==> config.mk <==
export PLATFORM = sky130hd
export DESIGN_NAME = bitscan_unit
export DESIGN_NICKNAME = d
export VERILOG_FILES = /design/src/rtl/bsu_pkg.sv /design/src/rtl/bsu_operand_prep.sv /design/src/rtl/bsu_msb_enc.sv /design/src/rtl/bsu_result_form.sv /design/src/rtl/bitscan_unit.sv
export SDC_FILE = /design/constraint.sdc
export NUM_CORES = 1
export LEC_CHECK = 0
export ABC_AREA = 1
export BUFFER_PORTS_ARGS = -buffer_cell sky130_fd_sc_hd__buf_4
export CORE_MARGIN = 3
export CORE_UTILIZATION = 40
export DETAILED_ROUTE_END_ITERATION = 10
export PLACE_DENSITY_LB_ADDON = 0.08
export SETUP_SLACK_MARGIN = 0.5
export SLEW_MARGIN = 20
export SYNTH_ARGS = -nofsm -noshare
export SYNTH_HDL_FRONTEND = slang
export SYNTH_HIERARCHICAL = 1
export SYNTH_SLANG_ARGS = --single-unit
==> constraint.sdc <==
create_clock -name clk_i -period 1 [get_ports clk_i]
set_clock_uncertainty 0.1 [all_clocks]
set_input_delay 0.15 -clock clk_i [delete_from_list [all_inputs] [get_ports clk_i]]
set_output_delay 0.15 -clock clk_i [all_outputs]
set_load 0.05 [all_outputs]
==> src/rtl/bsu_pkg.sv <==
package bsu_pkg;

   // Operation code: bit 1 = count variant (prefix), bit 0 = forward family
   typedef enum logic [1:0] {
      BSU_OP_RSCAN = 2'b00,
      BSU_OP_FSCAN = 2'b01,
      BSU_OP_LZCNT = 2'b10,
      BSU_OP_TZCNT = 2'b11
   } bsu_op_e;

   typedef struct packed {
      logic zf;
      logic cf;
      logic undef;
   } bsu_flags_t;

   function automatic bsu_op_e bsu_decode(input logic fwd, input logic pfx);
      return bsu_op_e'({pfx, fwd});
   endfunction

   function automatic logic bsu_is_count(input bsu_op_e op);
      return op[1];
   endfunction

   function automatic logic bsu_is_fwd(input bsu_op_e op);
      return op[0];
   endfunction

endpackage

==> src/rtl/bsu_operand_prep.sv <==
module bsu_operand_prep #(
   parameter int DATA_W   = 64,
   parameter int NARROW_W = 32
) (
   input  logic [DATA_W-1:0] src_i,
   input  logic              wide_i,
   input  logic              fwd_i,
   output logic [DATA_W-1:0] enc_vec_o,
   output logic              nonzero_o
);

   logic [DATA_W-1:0] masked;
   logic [DATA_W-1:0] mirrored;

   // Lanes above the narrow width only count in wide mode
   for (genvar b = 0; b < DATA_W; b++) begin : g_lane
      if (b < NARROW_W) begin : g_low
         assign masked[b] = src_i[b];
      end else begin : g_high
         assign masked[b] = src_i[b] & wide_i;
      end
      assign mirrored[DATA_W-1-b] = masked[b];
   end

   // Mirroring turns the lowest set bit into the highest for the shared encoder
   assign enc_vec_o = fwd_i ? mirrored : masked;
   assign nonzero_o = |masked;

endmodule

==> src/rtl/bsu_msb_enc.sv <==
module bsu_msb_enc #(
   parameter int W     = 64,
   parameter bit SPLIT = 1'b1,
   localparam int IDX_W = $clog2(W)
) (
   input  logic [W-1:0]     vec_i,
   output logic [IDX_W-1:0] idx_o,
   output logic             any_o
);

   localparam int HALF   = W / 2;
   localparam int HIDX_W = IDX_W - 1;

   if (SPLIT) begin : g_split
      logic [HIDX_W-1:0] lo_idx, hi_idx;
      logic              lo_any, hi_any;

      always_comb begin
         lo_idx = '0;
         lo_any = 1'b0;
         for (int i = 0; i < HALF; i++) begin
            if (vec_i[i]) begin
               lo_idx = HIDX_W'(i);
               lo_any = 1'b1;
            end
         end
      end

      always_comb begin
         hi_idx = '0;
         hi_any = 1'b0;
         for (int i = 0; i < HALF; i++) begin
            if (vec_i[HALF+i]) begin
               hi_idx = HIDX_W'(i);
               hi_any = 1'b1;
            end
         end
      end

      assign idx_o = hi_any ? {1'b1, hi_idx} : {1'b0, lo_idx};
      assign any_o = hi_any | lo_any;
   end else begin : g_linear
      always_comb begin
         idx_o = '0;
         for (int i = 0; i < W; i++) begin
            if (vec_i[i]) idx_o = IDX_W'(i);
         end
      end
      assign any_o = |vec_i;
   end

endmodule

==> src/rtl/bsu_result_form.sv <==
module bsu_result_form
   import bsu_pkg::*;
#(
   parameter int DATA_W   = 64,
   parameter int NARROW_W = 32,
   localparam int IDX_W   = $clog2(DATA_W),
   localparam int CNT_W   = IDX_W + 1
) (
   input  bsu_op_e           op_i,
   input  logic              wide_i,
   input  logic              nonzero_i,
   input  logic [IDX_W-1:0]  enc_idx_i,
   input  logic [DATA_W-1:0] dst_old_i,
   output logic [DATA_W-1:0] result_o,
   output bsu_flags_t        flags_o
);

   localparam logic [CNT_W-1:0] FULL_C   = CNT_W'(DATA_W);
   localparam logic [CNT_W-1:0] NARROW_C = CNT_W'(NARROW_W);
   localparam logic [CNT_W-1:0] TOP_C    = CNT_W'(DATA_W - 1);

   logic [CNT_W-1:0] pos, width_v, count;
   logic             fwd, cnt;

   assign fwd     = bsu_is_fwd(op_i);
   assign cnt     = bsu_is_count(op_i);
   assign width_v = wide_i ? FULL_C : NARROW_C;
   // Undo the mirroring applied for the forward family
   assign pos     = fwd ? (TOP_C - {1'b0, enc_idx_i}) : {1'b0, enc_idx_i};

   always_comb begin
      if (!nonzero_i)  count = width_v;
      else if (fwd)    count = pos;
      else             count = width_v - 1'b1 - pos;
   end

   always_comb begin
      flags_o = '0;
      if (cnt) begin
         result_o      = DATA_W'(count);
         flags_o.cf    = ~nonzero_i;
         flags_o.zf    = (count == '0);
      end else if (!nonzero_i) begin
         result_o      = dst_old_i;
         flags_o.zf    = 1'b1;
         flags_o.undef = 1'b1;
      end else begin
         result_o      = DATA_W'(pos);
      end
   end

endmodule

==> src/rtl/bitscan_unit.sv <==
module bitscan_unit
   import bsu_pkg::*;
#(
   parameter int DATA_W    = 64,
   parameter int NARROW_W  = 32,
   parameter bit ENC_SPLIT = 1'b1
) (
   input  logic              clk_i,
   input  logic              rst_ni,
   input  logic              in_valid_i,
   input  logic              opc_fwd_i,
   input  logic              rep_pfx_i,
   input  logic              wide_i,
   input  logic [DATA_W-1:0] src_i,
   input  logic [DATA_W-1:0] dst_old_i,
   output logic              out_valid_o,
   output logic [DATA_W-1:0] result_o,
   output logic              zf_o,
   output logic              cf_o,
   output logic              undef_o
);

   localparam int IDX_W = $clog2(DATA_W);

   if (DATA_W < 8 || (DATA_W & (DATA_W - 1)) != 0) begin : g_bad_width
      $error("bitscan_unit: DATA_W must be a power of two of at least 8");
   end
   if (NARROW_W < 2 || NARROW_W > DATA_W) begin : g_bad_narrow
      $error("bitscan_unit: NARROW_W must lie in 2..DATA_W");
   end

   bsu_op_e           op;
   logic [DATA_W-1:0] enc_vec;
   logic              nonzero;
   logic              enc_any;
   logic [IDX_W-1:0]  enc_idx;
   logic [DATA_W-1:0] res_d;
   bsu_flags_t        flags_d;

   assign op = bsu_decode(opc_fwd_i, rep_pfx_i);

   bsu_operand_prep #(.DATA_W(DATA_W), .NARROW_W(NARROW_W)) u_prep (
      .src_i     (src_i),
      .wide_i    (wide_i),
      .fwd_i     (bsu_is_fwd(op)),
      .enc_vec_o (enc_vec),
      .nonzero_o (nonzero)
   );

   bsu_msb_enc #(.W(DATA_W), .SPLIT(ENC_SPLIT)) u_enc (
      .vec_i (enc_vec),
      .idx_o (enc_idx),
      .any_o (enc_any)
   );

   bsu_result_form #(.DATA_W(DATA_W), .NARROW_W(NARROW_W)) u_form (
      .op_i      (op),
      .wide_i    (wide_i),
      .nonzero_i (nonzero & enc_any),
      .enc_idx_i (enc_idx),
      .dst_old_i (dst_old_i),
      .result_o  (res_d),
      .flags_o   (flags_d)
   );

   always_ff @(posedge clk_i or negedge rst_ni) begin
      if (!rst_ni) begin
         out_valid_o <= 1'b0;
         result_o    <= '0;
         zf_o        <= 1'b0;
         cf_o        <= 1'b0;
         undef_o     <= 1'b0;
      end else begin
         out_valid_o <= in_valid_i;
         if (in_valid_i) begin
            result_o <= res_d;
            zf_o     <= flags_d.zf;
            cf_o     <= flags_d.cf;
            undef_o  <= flags_d.undef;
         end
      end
   end

endmodule

Word-level counts from Yosys, hierarchy flattened
Cells that the tools add are included.
W data, S select, Z words.
{ "totals": {"elab_cells": 183, "reg_bits": 68, "inputBits": 134, "output_inout_bits": 68} }
{ "classes": {"n_reduce_logical": 2, "bitwise": 35, "addsub": 3, "n_mux": 138} }
{ "ops": {"columns": ["op", "count"], "rows": [
  ["$mux W64", 3],
  ["$mux W5", 32],
  ["$mux W1", 70],
  ["$mux W4", 16],
  ["$reduce_or A64 Y1", 1],
  ["$and A1 B1 Y1", 33],
  ["$mux W7", 4],
  ["$mux W3", 8],
  ["$mux W2", 4],
  ["$logic_not A7 Y1", 1],
  ["$sub A6 B6 Y7 const A", 1],
  ["$sub A7 B1 Y7 const B", 1],
  ["$sub A7 B7 Y7", 1],
  ["$mux W6", 1],
  ["$not A1 Y1", 1],
  ["$or A1 B1 Y1", 1]
]} }

Longest topological paths before layout
{ "logic_depth": {"word_depth": 42, "mapped_depth": 42, "depth_no_buf": 41} }

Modules after synthesis
Netlist, hierarchy kept.
{ "modules_own_cells": {"columns": ["mod", "instances", "cells_per_inst", "seq_area_each_um2", "area_per_inst_um2"], "rows": [
  ["bitscan_unit", 1, 287, 1701.6, 2578.7],
  ["bsu_operand_prep", 1, 239, 0.0, 1003.5],
  ["bsu_msb_enc", 1, 217, 0.0, 885.8],
  ["bsu_result_form", 1, 188, 0.0, 775.7]
]} }

Least setup slack after synthesis
OpenSTA, ideal clock, no wires.
{ "synth_path": {"kind": "in2reg", "from": "input port opc_fwd_i", "to": "register zf_o", "setup_slack_ns": -1.681, "cell_stages": 42, "setup_ns": 0.119, "n_path_buf": 1, "required_ns": 0.781, "t_arrival_ns": 2.462, "cell_sequence": "inv_2 clkbuf_1 nand2_1 o21ai_0 inv_1 nand2_1 nand2_1 nand2_1 nand2_1 nand2_1 nand2_1 nand2_1 nand2_1 nand2_1 nand2_1 nand3_1 nand2_1 nand2_1 (+6 left out) nand2_1 nand2_1 nand2_1 nand2_1 nand2_1 nand2_1 nand2_1 nand2_1 nand2_1 nand2_1 nand3_1 o21bai_1 nand2_1 nor2_1 nand3_1 nand2_1 nand2_1 nand2_1"} }
{ "synth_rtl": {"columns": ["element", "line_no", "source"], "rows": [
  ["start, declared", "bitscan_unit.sv:11", "input logic opc_fwd_i,"],
  ["end signal, assigned", "bitscan_unit.sv:77", "zf_o <= flags_d.zf;"],
  ["end, declared", "bitscan_unit.sv:18", "output logic zf_o,"]
]} }

==> reports/qor.txt <==
Clock Path Buffers - 2
max-cap viol count - 0
Iter 0 DRT Violations - 450
final setup margin - -1.56 ns
Worst Reg-to-Reg Cells - 3
antenna violations before repair - 0
Initial Utilization - 41.2%
row cnt - 41
# H-tree levels - 3
post-synthesis sequential area ratio - 32.5%
yosys warns - 6
CP delay by family, top - buffers and inverters
Overflow after GRT - 0
placed insts - 1,371
status - finished, violations left
Total GRT Usage - 27.0%
largest net degree at the start of global routing - 28
CP endpoint kind - register
CP Depth - 27
width of the die - 120 microns
RSZ-0062 raised after global routing - true
Synthesized Nets - 1,066
DRT antenna net count - 0
Worst-path clk slew - 0.06 ns
worst reg-to-reg setup slack - 0.09 ns
CTS Buf Count - 9
Worst-Skew Late Latency - 0.33 ns
GPL Wtd Cong - 0.858
non-filler cells in the finished layout - 1,456
VDD IR-drop max - 0.000827 V
WP buf/inv - 11
Crit Path Max Fanout - 12
Fin. Hold Viols - 68
Routed WL - 20,300 microns
Setup crit end - zf_o$_DFFE_PN0P_
distinct cell type count after synthesis - 26
WP data required - 1.12 ns
Hold Path Class - in -> async
worst reg2reg endpoint - result_o[40]$_DFFE_PN0P_
dominant cell type by area after synthesis - nand2_1
first-pass GRT wire length - 31,700 microns
Core Region - 12,700 sq um
critical path arrival - 2.68 ns
f_max - 390 MHz
final setup vio count - 135
Post-synth EDFFs - 0
Tightest Pin Transition - 0.420 ns
Worst slew margin - 71.7%
syn avg cell area - 5.63 sq um
WHS - -0.404 ns
ys async rst share - 100%
drt pass-1 iters - 5
die footprint - 14,500 sq um
CTS Sinks - 68
Vias/cell - 4.76
Pins Over Slew Limit - 0
post-layout net count - 1,414
ranking of synthesized cells by area - nand2_1 (36%), dfrtp_1 (32%), nor2_1 (9.4%)
Mapped Area - 5240 sq um
Tmin final - 2.56 ns
critical path class - in -> reg
Synth-to-Final Area Change - 80.9%
Root Buffer - clkbuf_16
Yosys top cell area share - 35.6%
die height - 120 microns
TritonCTS clock tree - yes
ys flop type - dfrtp_1
number of synthesized register bits - 68
DRC - 0
post-layout power - 0.00900 W
final period utilization - 256%
Max stage delay on crit path - 0.24 ns
num ports - 202
reg2reg start - result_o[40]$_DFFE_PN0P_
Synth Instances - 931
LEAKAGE - 5.23 nW
share of post-route cells with drive strength above 1 - 36.5%
routed len/inst - 13.9 microns
Worst path slowest cell - nor3_1
Startpoint Class - input pin
Buffers on Ports - 201
failing checks - negative hold slack, negative setup slack
routed via count - 6,932
post-DP HPWL - 12,700 microns
worst setup path start - opc_fwd_i
vias in the first global route - 6,629
Cell Pwr Density - 949 nW/um^2
Ant. Diodes - 0
Critical Path Most Common Cell - nand2_1
-- state kept, by name, summed over array words and instances (netlist names) --
signal       count
result_o        64
zf_o             1
cf_o             1
out_valid_o      1
undef_o          1
-- routing by layer --
layer,wire [microns],part of all wire [%],GRT usage (%)
met2,10200,50,48.3
met3,1110,5.5,4.21
met5,0,0,0
met1,8260,41,32.0
met4,698,3.4,11.3
-- where the power goes --
part | internal (W) | switching [W]
Clock | 0.00225 | 0.00126
Sequential | 0.00279 | 0.0000265
Combinational | 0.00131 | 0.00136
Total | 0.00635 | 0.00265
-- layout make-up --
type                            count  area (sq um)
Clock inverter                      6          86.3
Clock buffer                       10           239
Sequential cell                    68          1700
Multi-Input combinational cell    740          3240
Inverter                           77           317
Fill cell                        1029          3240
Timing Repair inverter              1          8.76
Timing Repair Buffer              382          3680
Tap cell                          172           215
-- Yosys cell counts, types with 3 or more instances --
cell type / instances
nor2_1: 132
buf_2: 19
a31oi_1: 3
inv_1: 71
dfrtp_1: 68
clkbuf_1: 13
buf_6: 7
nor3_1: 3
buf_4: 7
nand3_1: 9
o21ai_0: 73
nand2_1: 498
a21oi_1: 5
inv_2: 6
-- worst register-to-register path, stage by stage (launching register included) --
cell     delay [ns]
dfrtp_1        0.41
buf_4          0.15
nand2_1        0.06
nand2_1        0.07
-- logic make-up (layout without fill, tap and decap cells) --
logic type               after synthesis  in the layout  share of synthesized area (%)
adder cells (fa/ha/maj)                1              1                          0.239
flip-flops                            68             68                           32.5
buffers and inverters                123            476                           10.8
AO/OA/AOI/OAI                         89             89                           8.90
AND/OR/NAND/NOR                      648            648                           47.3
XOR/XNOR                               2              2                          0.334
-- placed cells by master, fill, tap and decap left out, drive strengths merged, types with 2 or more instances in the layout --
cell type,instances
nand2,499
buf,381
nor2,133
inv,79
o21ai,74
dfrtp,68
clkbuf,11
nand3,9
a21oi,5
a31oi,3
nor3,3
bufinv,2
clkinv,2
o31ai,2
nand4,2
o21bai,2
nor4,2
xor2,2
-- how the worst min path moves through the flow --
stage                                    end  slack [ns]
floorplan                   cf_o$_DFFE_PN0P_       -0.25
CTS                 result_o[44]$_DFFE_PN0P_       -0.40
global route        result_o[61]$_DFFE_PN0P_       -0.40
detailed placement  result_o[44]$_DFFE_PN0P_       -0.05
global placement    result_o[44]$_DFFE_PN0P_       -0.05
finish              result_o[44]$_DFFE_PN0P_       -0.40
-- stage by stage --
stage          hold slack [ns]  setup slack (ns)  utilization, %  area, sq um  TNS, ns
5_1_grt                 -0.398             -1.84            74.5         9480  -103.57
6_report                -0.404             -1.56            74.5         9480   -93.20
3_3_place_gp           -0.0510             -1.88            60.7         7720  -112.02
2_1_floorplan           -0.246             -1.46               -         5380   -75.20
3_5_place_dp           -0.0529             -1.91            60.7         7720  -117.67
4_1_cts                 -0.402             -1.36            73.3         9320   -87.13
-- timing repair --
item / in CTS / in global routing
buffers inserted: 45 / 8
pin swaps: 35 / 23
gates cloned: 15 / 1
hold endpoints to repair: 68 / 68
endpoints found under the setup margin: 135 / 135
gates resized for setup: 174 / 23
(Power assumes the default switching activity.)
